<file path="config.mk">
export PLATFORM = sky130hd
export DESIGN_NAME = hirq_gen
export DESIGN_NICKNAME = d
export VERILOG_FILES = /design/src/rtl/hirq_pkg.sv /design/src/rtl/hirq_en_cell.sv /design/src/rtl/hirq_data_bank.sv /design/src/rtl/hirq_merge.sv /design/src/rtl/hirq_gen.sv
export SDC_FILE = /design/constraint.sdc
export NUM_CORES = 1
export LEC_CHECK = 0
export ABC_AREA = 1
export BUFFER_PORTS_ARGS = -buffer_cell sky130_fd_sc_hd__buf_2
export CORE_MARGIN = 1.5
export CORE_UTILIZATION = 45
export DETAILED_ROUTE_END_ITERATION = 7
export GPL_TIMING_DRIVEN = 0
export PLACE_DENSITY = 0.74
export REMOVE_ABC_BUFFERS = 1
export SLEW_MARGIN = 20
export SYNTH_ARGS = -nofsm -noshare
export SYNTH_HDL_FRONTEND = slang
export SYNTH_HIERARCHICAL = 1
export SYNTH_SLANG_ARGS = --single-unit
export TNS_END_PERCENT = 50
</file>
<file path="constraint.sdc">
create_clock -name clk -period 1.3 [get_ports clk]
set_input_delay 0.13 -clock clk [delete_from_list [all_inputs] [get_ports clk]]
set_output_delay 0.13 -clock clk [all_outputs]
set_load 0.01 [all_outputs]
</file>
<file path="src/rtl/hirq_pkg.sv">
package hirq_pkg;

    localparam int NUM_REG = 4;
    localparam int MAX_EN  = 5;

    typedef enum logic [1:0] {
        EN_IDLE  = 2'd0,
        EN_ARMED = 2'd1,
        EN_SET   = 2'd2
    } en_state_t;

    // number of enable bits held by enable register r
    function automatic int en_count(input int r);
        case (r)
            0:       return 2;
            3:       return 1;
            default: return MAX_EN;
        endcase
    endfunction

endpackage

</file>
<file path="src/rtl/hirq_en_cell.sv">
module hirq_en_cell
    import hirq_pkg::*;
(
    input  logic clk,
    input  logic rst_n,
    input  logic linked,
    input  logic fresh,
    input  logic host_clr,
    input  logic rd_hit,
    input  logic wr_hit,
    input  logic wr_bit,
    output logic en_o
);

    en_state_t st_q, st_d;
    logic      may_set;

    assign may_set = !linked || fresh;

    always_ff @(posedge clk) begin
        if (!rst_n) st_q <= EN_IDLE;
        else        st_q <= st_d;
    end

    always_comb begin
        st_d = st_q;
        unique case (st_q)
            EN_IDLE: begin
                if (rd_hit && may_set && !host_clr) st_d = EN_ARMED;
            end
            EN_ARMED: begin
                if (host_clr)    st_d = EN_IDLE;
                else if (wr_hit) st_d = (wr_bit && may_set) ? EN_SET : EN_IDLE;
            end
            EN_SET: begin
                if (host_clr || (wr_hit && !wr_bit)) st_d = EN_IDLE;
            end
            default: st_d = EN_IDLE;
        endcase
    end

    always_comb begin
        en_o = (st_q == EN_SET);
    end

endmodule

</file>
<file path="src/rtl/hirq_data_bank.sv">
module hirq_data_bank #(
    parameter int NREG   = 4,
    parameter int DATA_W = 8
) (
    input  logic                        clk,
    input  logic                        rst_n,
    input  logic [NREG-1:0]             wr_sel,
    input  logic [DATA_W-1:0]           wdata,
    input  logic [NREG-1:0]             host_rd,
    output logic [NREG-1:0][DATA_W-1:0] data_o,
    output logic [NREG-1:0]             fresh_o
);

    for (genvar i = 0; i < NREG; i++) begin : g_reg
        always_ff @(posedge clk) begin
            if (!rst_n) begin
                data_o[i]  <= '0;
                fresh_o[i] <= 1'b0;
            end else if (wr_sel[i]) begin
                data_o[i]  <= wdata;
                fresh_o[i] <= 1'b1;
            end else if (host_rd[i]) begin
                fresh_o[i] <= 1'b0;
            end
        end
    end

endmodule

</file>
<file path="src/rtl/hirq_merge.sv">
module hirq_merge #(
    parameter int MAX_EN = 5
) (
    input  logic [1:0]        src0,
    input  logic [MAX_EN-1:0] src1,
    input  logic [MAX_EN-1:0] src2,
    input  logic              src3,
    output logic              irq1,
    output logic              irq12,
    output logic              smi,
    output logic [3:0]        irqx
);

    assign irq1  = src0[0];
    assign irq12 = src0[1];
    assign smi   = src1[0] | src2[0] | src3;

    for (genvar k = 0; k < 4; k++) begin : g_or
        assign irqx[k] = src1[k+1] | src2[k+1];
    end

endmodule

</file>
<file path="src/rtl/hirq_gen.sv">
module hirq_gen
    import hirq_pkg::*;
#(
    parameter int DATA_W = 8,
    parameter int ADDR_W = 3
) (
    input  logic              clk,
    input  logic              rst_n,
    input  logic              cpu_we,
    input  logic              cpu_re,
    input  logic [ADDR_W-1:0] cpu_addr,
    input  logic [DATA_W-1:0] cpu_wdata,
    output logic [DATA_W-1:0] cpu_rdata,
    input  logic [3:0]        host_rd,
    input  logic              mode_cpu,
    output logic              irq1,
    output logic              irq12,
    output logic              smi,
    output logic              irq6,
    output logic              irq9,
    output logic              irq10,
    output logic              irq11
);

    localparam int EN_BASE = NUM_REG;

    logic [NUM_REG-1:0]             data_wr;
    logic [NUM_REG-1:0][DATA_W-1:0] data_q;
    logic [NUM_REG-1:0]             fresh_q;
    logic [NUM_REG-1:0][MAX_EN-1:0] en_q;
    logic [3:0]                     irqx;

    for (genvar r = 0; r < NUM_REG; r++) begin : g_dec
        assign data_wr[r] = cpu_we && (cpu_addr == ADDR_W'(r));
    end

    hirq_data_bank #(.NREG(NUM_REG), .DATA_W(DATA_W)) bank_i (
        .clk    (clk),
        .rst_n  (rst_n),
        .wr_sel (data_wr),
        .wdata  (cpu_wdata),
        .host_rd(host_rd),
        .data_o (data_q),
        .fresh_o(fresh_q)
    );

    for (genvar r = 0; r < NUM_REG; r++) begin : g_ereg
        logic rd_hit, wr_hit, linked;
        assign rd_hit = cpu_re && (cpu_addr == ADDR_W'(EN_BASE + r));
        assign wr_hit = cpu_we && (cpu_addr == ADDR_W'(EN_BASE + r));
        // register 0 carries IRQ1/IRQ12, which stay data-linked in both modes
        assign linked = (r == 0) || !mode_cpu;
        for (genvar b = 0; b < MAX_EN; b++) begin : g_bit
            if (b < en_count(r)) begin : g_cell
                hirq_en_cell cell_i (
                    .clk     (clk),
                    .rst_n   (rst_n),
                    .linked  (linked),
                    .fresh   (fresh_q[r]),
                    .host_clr(host_rd[r] && linked),
                    .rd_hit  (rd_hit),
                    .wr_hit  (wr_hit),
                    .wr_bit  (cpu_wdata[b]),
                    .en_o    (en_q[r][b])
                );
            end else begin : g_none
                assign en_q[r][b] = 1'b0;
            end
        end
    end

    always_comb begin
        cpu_rdata = '0;
        for (int r = 0; r < NUM_REG; r++) begin
            if (cpu_addr == ADDR_W'(r))           cpu_rdata = data_q[r];
            if (cpu_addr == ADDR_W'(EN_BASE + r)) cpu_rdata = DATA_W'(en_q[r]);
        end
    end

    hirq_merge #(.MAX_EN(MAX_EN)) merge_i (
        .src0 (en_q[0][1:0]),
        .src1 (en_q[1]),
        .src2 (en_q[2]),
        .src3 (en_q[3][0]),
        .irq1 (irq1),
        .irq12(irq12),
        .smi  (smi),
        .irqx (irqx)
    );

    assign irq6  = irqx[0];
    assign irq9  = irqx[1];
    assign irq10 = irqx[2];
    assign irq11 = irqx[3];

endmodule

</file>
## Word-level counts from Yosys, hierarchy flattened

Cells that the tools add are included.

- Bits in registers: 62
- Input port bits: 20
- Output and inout bits: 15
- Logic and storage cells: 290

- Bitwise operators: 6
- Muxes and demuxes: 85
- Reduce and logical (&&, ||, !) cells: 106
- Equality and inequality tests: 72

Operators with widths:

| kind | number |
|---|---|
| two-way mux 2 bit | 56 |
| one-hot mux 2 bit (3 select lines) | 13 |
| two-way mux 8 bit | 8 |
| logical AND 1 bit | 49 |
| inequality test 2 bit (second input constant) | 20 |
| AND reduction 3 bit | 13 |
| inequality test 3 bit (second input constant) | 9 |
| == test 2 x 1 -> 1 bit (second input constant) | 13 |
| == test 2 bit (second input constant) | 13 |
| zero test 2 bit | 13 |
| logical OR 1 bit | 16 |
| == test 3 bit (second input constant) | 4 |
| inequality test 2 x 1 -> 1 bit (second input constant) | 6 |
| zero test 1 bit | 10 |
| inequality test 3 x 1 -> 1 bit (second input constant) | 3 |
| two-way mux 1 bit | 8 |
| nonzero test 2 bit | 4 |
| == test 3 x 2 -> 1 bit (second input constant) | 2 |
| OR 1 bit | 6 |
| == test 3 x 1 -> 1 bit (second input constant) | 1 |
| zero test 3 bit | 1 |
| inequality test 3 x 2 -> 1 bit (second input constant) | 1 |

## Depth between registers and ports, before layout

- Depth after elaboration: 9
- Gate-level depth with buffers: 10

## Modules after synthesis

Netlist, hierarchy kept.

By module, submodules not included:

| module | times used | cells each | area an instance (µm²) |
|---|---|---|---|
| hirq_en_cell | 13 | 28 | 157.7 |
| hirq_data_bank | 1 | 152 | 1204.9 |
| hirq_gen | 1 | 115 | 535.5 |
| hirq_merge | 1 | 9 | 51.3 |

## Worst setup path after synthesis

OpenSTA, ideal clock, no wires.

- Path kind: input port to flip-flop
- From: input cpu_addr[2]
- To: register bank_i/data_o[0] (netlist bit)
- Required time: 1.184 ns
- Arrival time: 1.283 ns
- Stages on the path: 5
- Buffers on the path: 1
- Setup time: 0.116 ns
- Setup slack: -0.099 ns
- Cells stage by stage: buf_6 -> nor4_1 -> inv_2 -> nor2_1 -> nor2_1

- Longest elaborated chain between the ends: 2

RTL lines:

| item | line | RTL |
|---|---|---|
| start: declaration | hirq_gen.sv:11 | `input logic [ADDR_W-1:0] cpu_addr,` |
| zero test 3 bit | hirq_gen.sv:34 | `assign data_wr[r] = cpu_we && (cpu_addr == ADDR_W'(r));` |
| logical AND 1 bit | hirq_gen.sv:34 |  |
| net data_wr[0] | hirq_gen.sv:27 | `logic [NUM_REG-1:0] data_wr;` |
| end signal: indexed assignment | hirq_data_bank.sv:20 | `data_o[i] <= wdata;` |
| end: declaration | hirq_data_bank.sv:10 | `output logic [NREG-1:0][DATA_W-1:0] data_o,` |

The timed path passes the listed nets, and every way through them passes these cells.
A chain may end at the register's enable or synchronous reset.

## Final worst setup path

- From: register g_ereg[0].g_bit[0].g_cell.cell_i.st_q[0]
- To: output cpu_rdata[0]

- Longest elaborated chain between the ends: 8

RTL lines:

| item | line | RTL |
|---|---|---|
| start: declaration | hirq_en_cell.sv:15 | `en_state_t st_q, st_d;` |
| start signal: assignment | hirq_en_cell.sv:22 | `else st_q <= st_d;` |
| == test 2 bit | hirq_en_cell.sv:43 | `en_o = (st_q == EN_SET);` |
| two-way mux 8 bit | hirq_gen.sv:76 | `if (cpu_addr == ADDR_W'(EN_BASE + r)) cpu_rdata = DATA_W'(en_q[r]);` |
| two-way mux 8 bit | hirq_gen.sv:75 | `if (cpu_addr == ADDR_W'(r)) cpu_rdata = data_q[r];` |
| two-way mux 8 bit | hirq_gen.sv:76 |  |
| two-way mux 8 bit | hirq_gen.sv:75 |  |
| two-way mux 8 bit | hirq_gen.sv:76 |  |
| two-way mux 8 bit | hirq_gen.sv:75 |  |
| two-way mux 8 bit | hirq_gen.sv:76 |  |
| end: declaration | hirq_gen.sv:13 | `output logic [DATA_W-1:0] cpu_rdata,` |

No other way between the ends.

==> impl_metrics.py <==
metrics = {
    "outcome": {
        "outcome": "complete, but fails checks",
        "failed_checks": "setup timing",
    },
    "global_routing": {
        "antenna_violations_before_repair": 0,
        "grt_max_degree": 60,
        "grt_most_used_layer": "met2",
        "grt_util_overall_pct": 24.8,
        "wire_length_of_the_first_global_routing_pass_mm": 17.7,
        "met1_usage_grt_pct": 30.2,
        "globalRouteOverflowTotal": 0,
        "met2_usage_pct": 42.4,
        "number_of_global_route_vias_before_repair": 4024,
        "global_route.usage.met3_pct": 4.23,
    },
    "drt": {
        "drt_drc_violations_left": 0,
        "viasPerCell": 5.26,
        "route.antenna.remaining_nets": 0,
        "first_pass_iters": 5,
        "detailroute.via_count": 4325,
        "wl_per_cell_um": 13.2,
        "final_routed_wirelength_mm": 10.8,
        "detailedRoute.firstIterationViolations": 292,
    },
    "critical_path": {
        "arrival_ns": 1.38,
        "reg_to_reg_startpoint": "g_ereg[0].g_bit[0].g_cell.cell_i/st_q[0]$_SDFFE_PN0P_",
        "critPathCapture": "cpu_rdata[0]",
        "crit-reg2reg-capture": "g_ereg[0].g_bit[0].g_cell.cell_i/st_q[0]$_SDFFE_PN0P_",
        "rr_worst_depth": 9,
        "worst-setup-path-type": "reg -> out",
        "rrSetupSlack_ns": 0.10,
        "cp_max_fo": 2,
        "critical_path.startpoint": "g_ereg[0].g_bit[0].g_cell.cell_i/st_q[0]$_SDFFE_PN0P_",
        "cp.required_ns": 1.17,
        "setup.worst_path.end_class": "primary output",
        "crit_path_start_kind": "flop",
    },
    "clock_tree": {
        "cts_buffers": 9,
        "cts_tree": "built",
        "cts_hold_buffers": 0,
        "clockRootBuffer": "sky130_fd_sc_hd__clkbuf_8",
        "clk_transition_reported_paths_ns": 0.08,
        "clock_insertion_delay_worst_skew_ns": 0.35,
        "cts-root-to-sink-buffers": 2,
        "cts.sinks": 62,
        "clock_tree.htree_level_count": 3,
    },
    "place": {
        "dpl_cell_area_um2": 4090,
        "dpl.hpwl_mm": 7.04,
        "port-buffer-count": 34,
        "place_congestion": 0.883,
    },
    "cells_and_area": {
        "antenna_cells": 0,
        "num-nets-final": 732,
        "design_area_um2": 4680,
        "area_growth_pct": 21.9,
        "leading_cell_types_in_the_layout_fill_and_taps_excluded": "sky130_fd_sc_hd__nor2_1, sky130_fd_sc_hd__nand2_1, sky130_fd_sc_hd__inv_1",
        "final_common_cell": "sky130_fd_sc_hd__nor2_1",
        "fraction_of_layout_instances_using_a_drive_strength_above_1_pct": 28.2,
    },
    "synthesis": {
        "post_synthesis_instance_area_um2": 3840,
        "ys_warn_count": 6,
        "netlist-cell-type-count": 21,
        "netlist_instances": 640,
        "postSynthRegisterBits": 62,
        "ys_seq_area_share_pct": 32.3,
        "avgSynthCellArea_um2": 6.00,
    },
    "power_and_ir_drop": {
        "power_density_nw_per_um2": 1050,
        "leakage_nw": 2.20,
        "peakVddDrop_mv": 0.544,
    },
    "flow_run": {
        "max_cap_violations": 0,
    },
    "die": {
        "pin_count": 35,
        "die_x_um": 95.4,
        "placement_rows": 33,
        "placeableCoreArea_um2": 8260,
        "die_y_um": 95.4,
        "initial_core_util_pct": 46.5,
        "die_area_um2": 9100,
    },
    "sta": {
        "worst_slew_margin_relative_to_its_limit_pct": 31.0,
        "timing.hold.ws_ns": 0.0522,
        "final_count_of_pins_violating_max_slew": 0,
        "rsz0062_at_grt": "yes",
        "timing.final.crit_share_pct": 116,
        "finalHoldViolCount": 0,
        "worstMarginPinSlew_ns": 1.03,
        "timing.final.crit_period_ns": 1.51,
        "setup_ws_ns": -0.210,
        "finalSetupViolations": 8,
        "fin_skew_ns": 0.00692,
        "maximum_clock_rate_ghz": 0.662,
    },
    "min_path": {
        "hold_path_startpoint": "cpu_wdata[5]",
        "min-delay-path-class": "in -> reg",
    },
}
where the power goes:
group	internal (W)	switching (W)
clock network	0.000714	0.000888
registers	0.00203	0.0000887
logic	0.000483	0.000698
total	0.00323	0.00168
per-layer routing:
| layer | vias to the layer above | routed length (um) |
|---|---|---|
| met5 | - | 0 |
| met3 | 33 | 548 |
| li1 | 2166 | - |
| met4 | 0 | 304 |
| met2 | 144 | 5270 |
| met1 | 1982 | 4690 |
cells in the mapped netlist, drive strengths merged:
library cell / count / area, um^2
nor3: 1 / 5.00
or2: 5 / 31.3
conb: 1 / 3.75
nor4: 1 / 6.26
a21oi: 33 / 165
inv: 117 / 439
dfxtp: 62 / 1240
nand4: 19 / 119
o21ai: 48 / 240
buf: 9 / 71.3
a22o: 1 / 8.76
nor2: 128 / 493
nand3: 83 / 480
nand3b: 1 / 7.51
nand2: 131 / 529
final cells by class:
cell class              instances  area, um^2
repair buffers                 69         435
clock inverters                 7        56.3
flip-flops and latches         62        1270
well taps                     105         131
fillers                       838        3580
inverters                     117         447
multi-input cells             453        2210
clock buffers                   9         124
sequential cells by signal, summed over array words and instances, names as in the netlist:
register,count
bank_i/data_o,32
g_ereg.g_bit.g_cell.cell_i/st_q,26
bank_i/fresh_o,4
cells by family after synthesis:
group	share of synthesized area, %
other	0.0976
flip-flops	32.3
buffers and inverters	13.3
AO/OA/AOI/OAI	10.8
AND/OR/NAND/NOR	43.5
worst max-delay path, stage by stage, from the launching register on:
cell and delay (ns):
sky130_fd_sc_hd__dfxtp_2 0.34, sky130_fd_sc_hd__inv_2 0.04, sky130_fd_sc_hd__nand2_2 0.07, sky130_fd_sc_hd__inv_2 0.04, sky130_fd_sc_hd__nand3_2 0.06, sky130_fd_sc_hd__nand2_2 0.05, sky130_fd_sc_hd__nor2_2 0.08, sky130_fd_sc_hd__nand4_1 0.11
sky130_fd_sc_hd__nand2_1 0.08, sky130_fd_sc_hd__inv_1 0.04, sky130_fd_sc_hd__buf_2 0.13
worst min path at each step:
stage / slack (ns) / depth (start not counted) / to
after floorplan: 0.24 / 2 / g_ereg[0].g_bit[0].g_cell.cell_i/st_q[1]$_SDFFE_PN0P_
after global placement: 0.41 / 3 / bank_i/data_o[23]$_SDFFE_PN0P_
after detailed placement: 0.41 / 3 / bank_i/data_o[6]$_SDFFE_PN0P_
after CTS: 0.05 / 3 / bank_i/data_o[31]$_SDFFE_PN0P_
after global routing: 0.06 / 3 / bank_i/data_o[29]$_SDFFE_PN0P_
final: 0.05 / 3 / bank_i/data_o[5]$_SDFFE_PN0P_
through the flow:
stage               power (W)  std cells  setup TNS, ns  worst slack [ns]  util, %
finish                0.00490        822         -0.754            -0.210     56.7
global route          0.00517        822          -2.23            -0.332     56.7
CTS                   0.00478        808         -0.752            -0.228     54.7
detailed placement    0.00305        772         -31.74            -0.777     49.5
global placement      0.00300        771         -37.86             -1.04     49.3
floorplan             0.00279        632         -0.289           -0.0495        -
what timing repair did:
action	CTS	global route
pin swaps	14	12
setup endpoints to repair	60	43
buffers inserted	20	14
gates resized for setup	59	20
No activity file was read; power rests on OpenSTA's default activity.
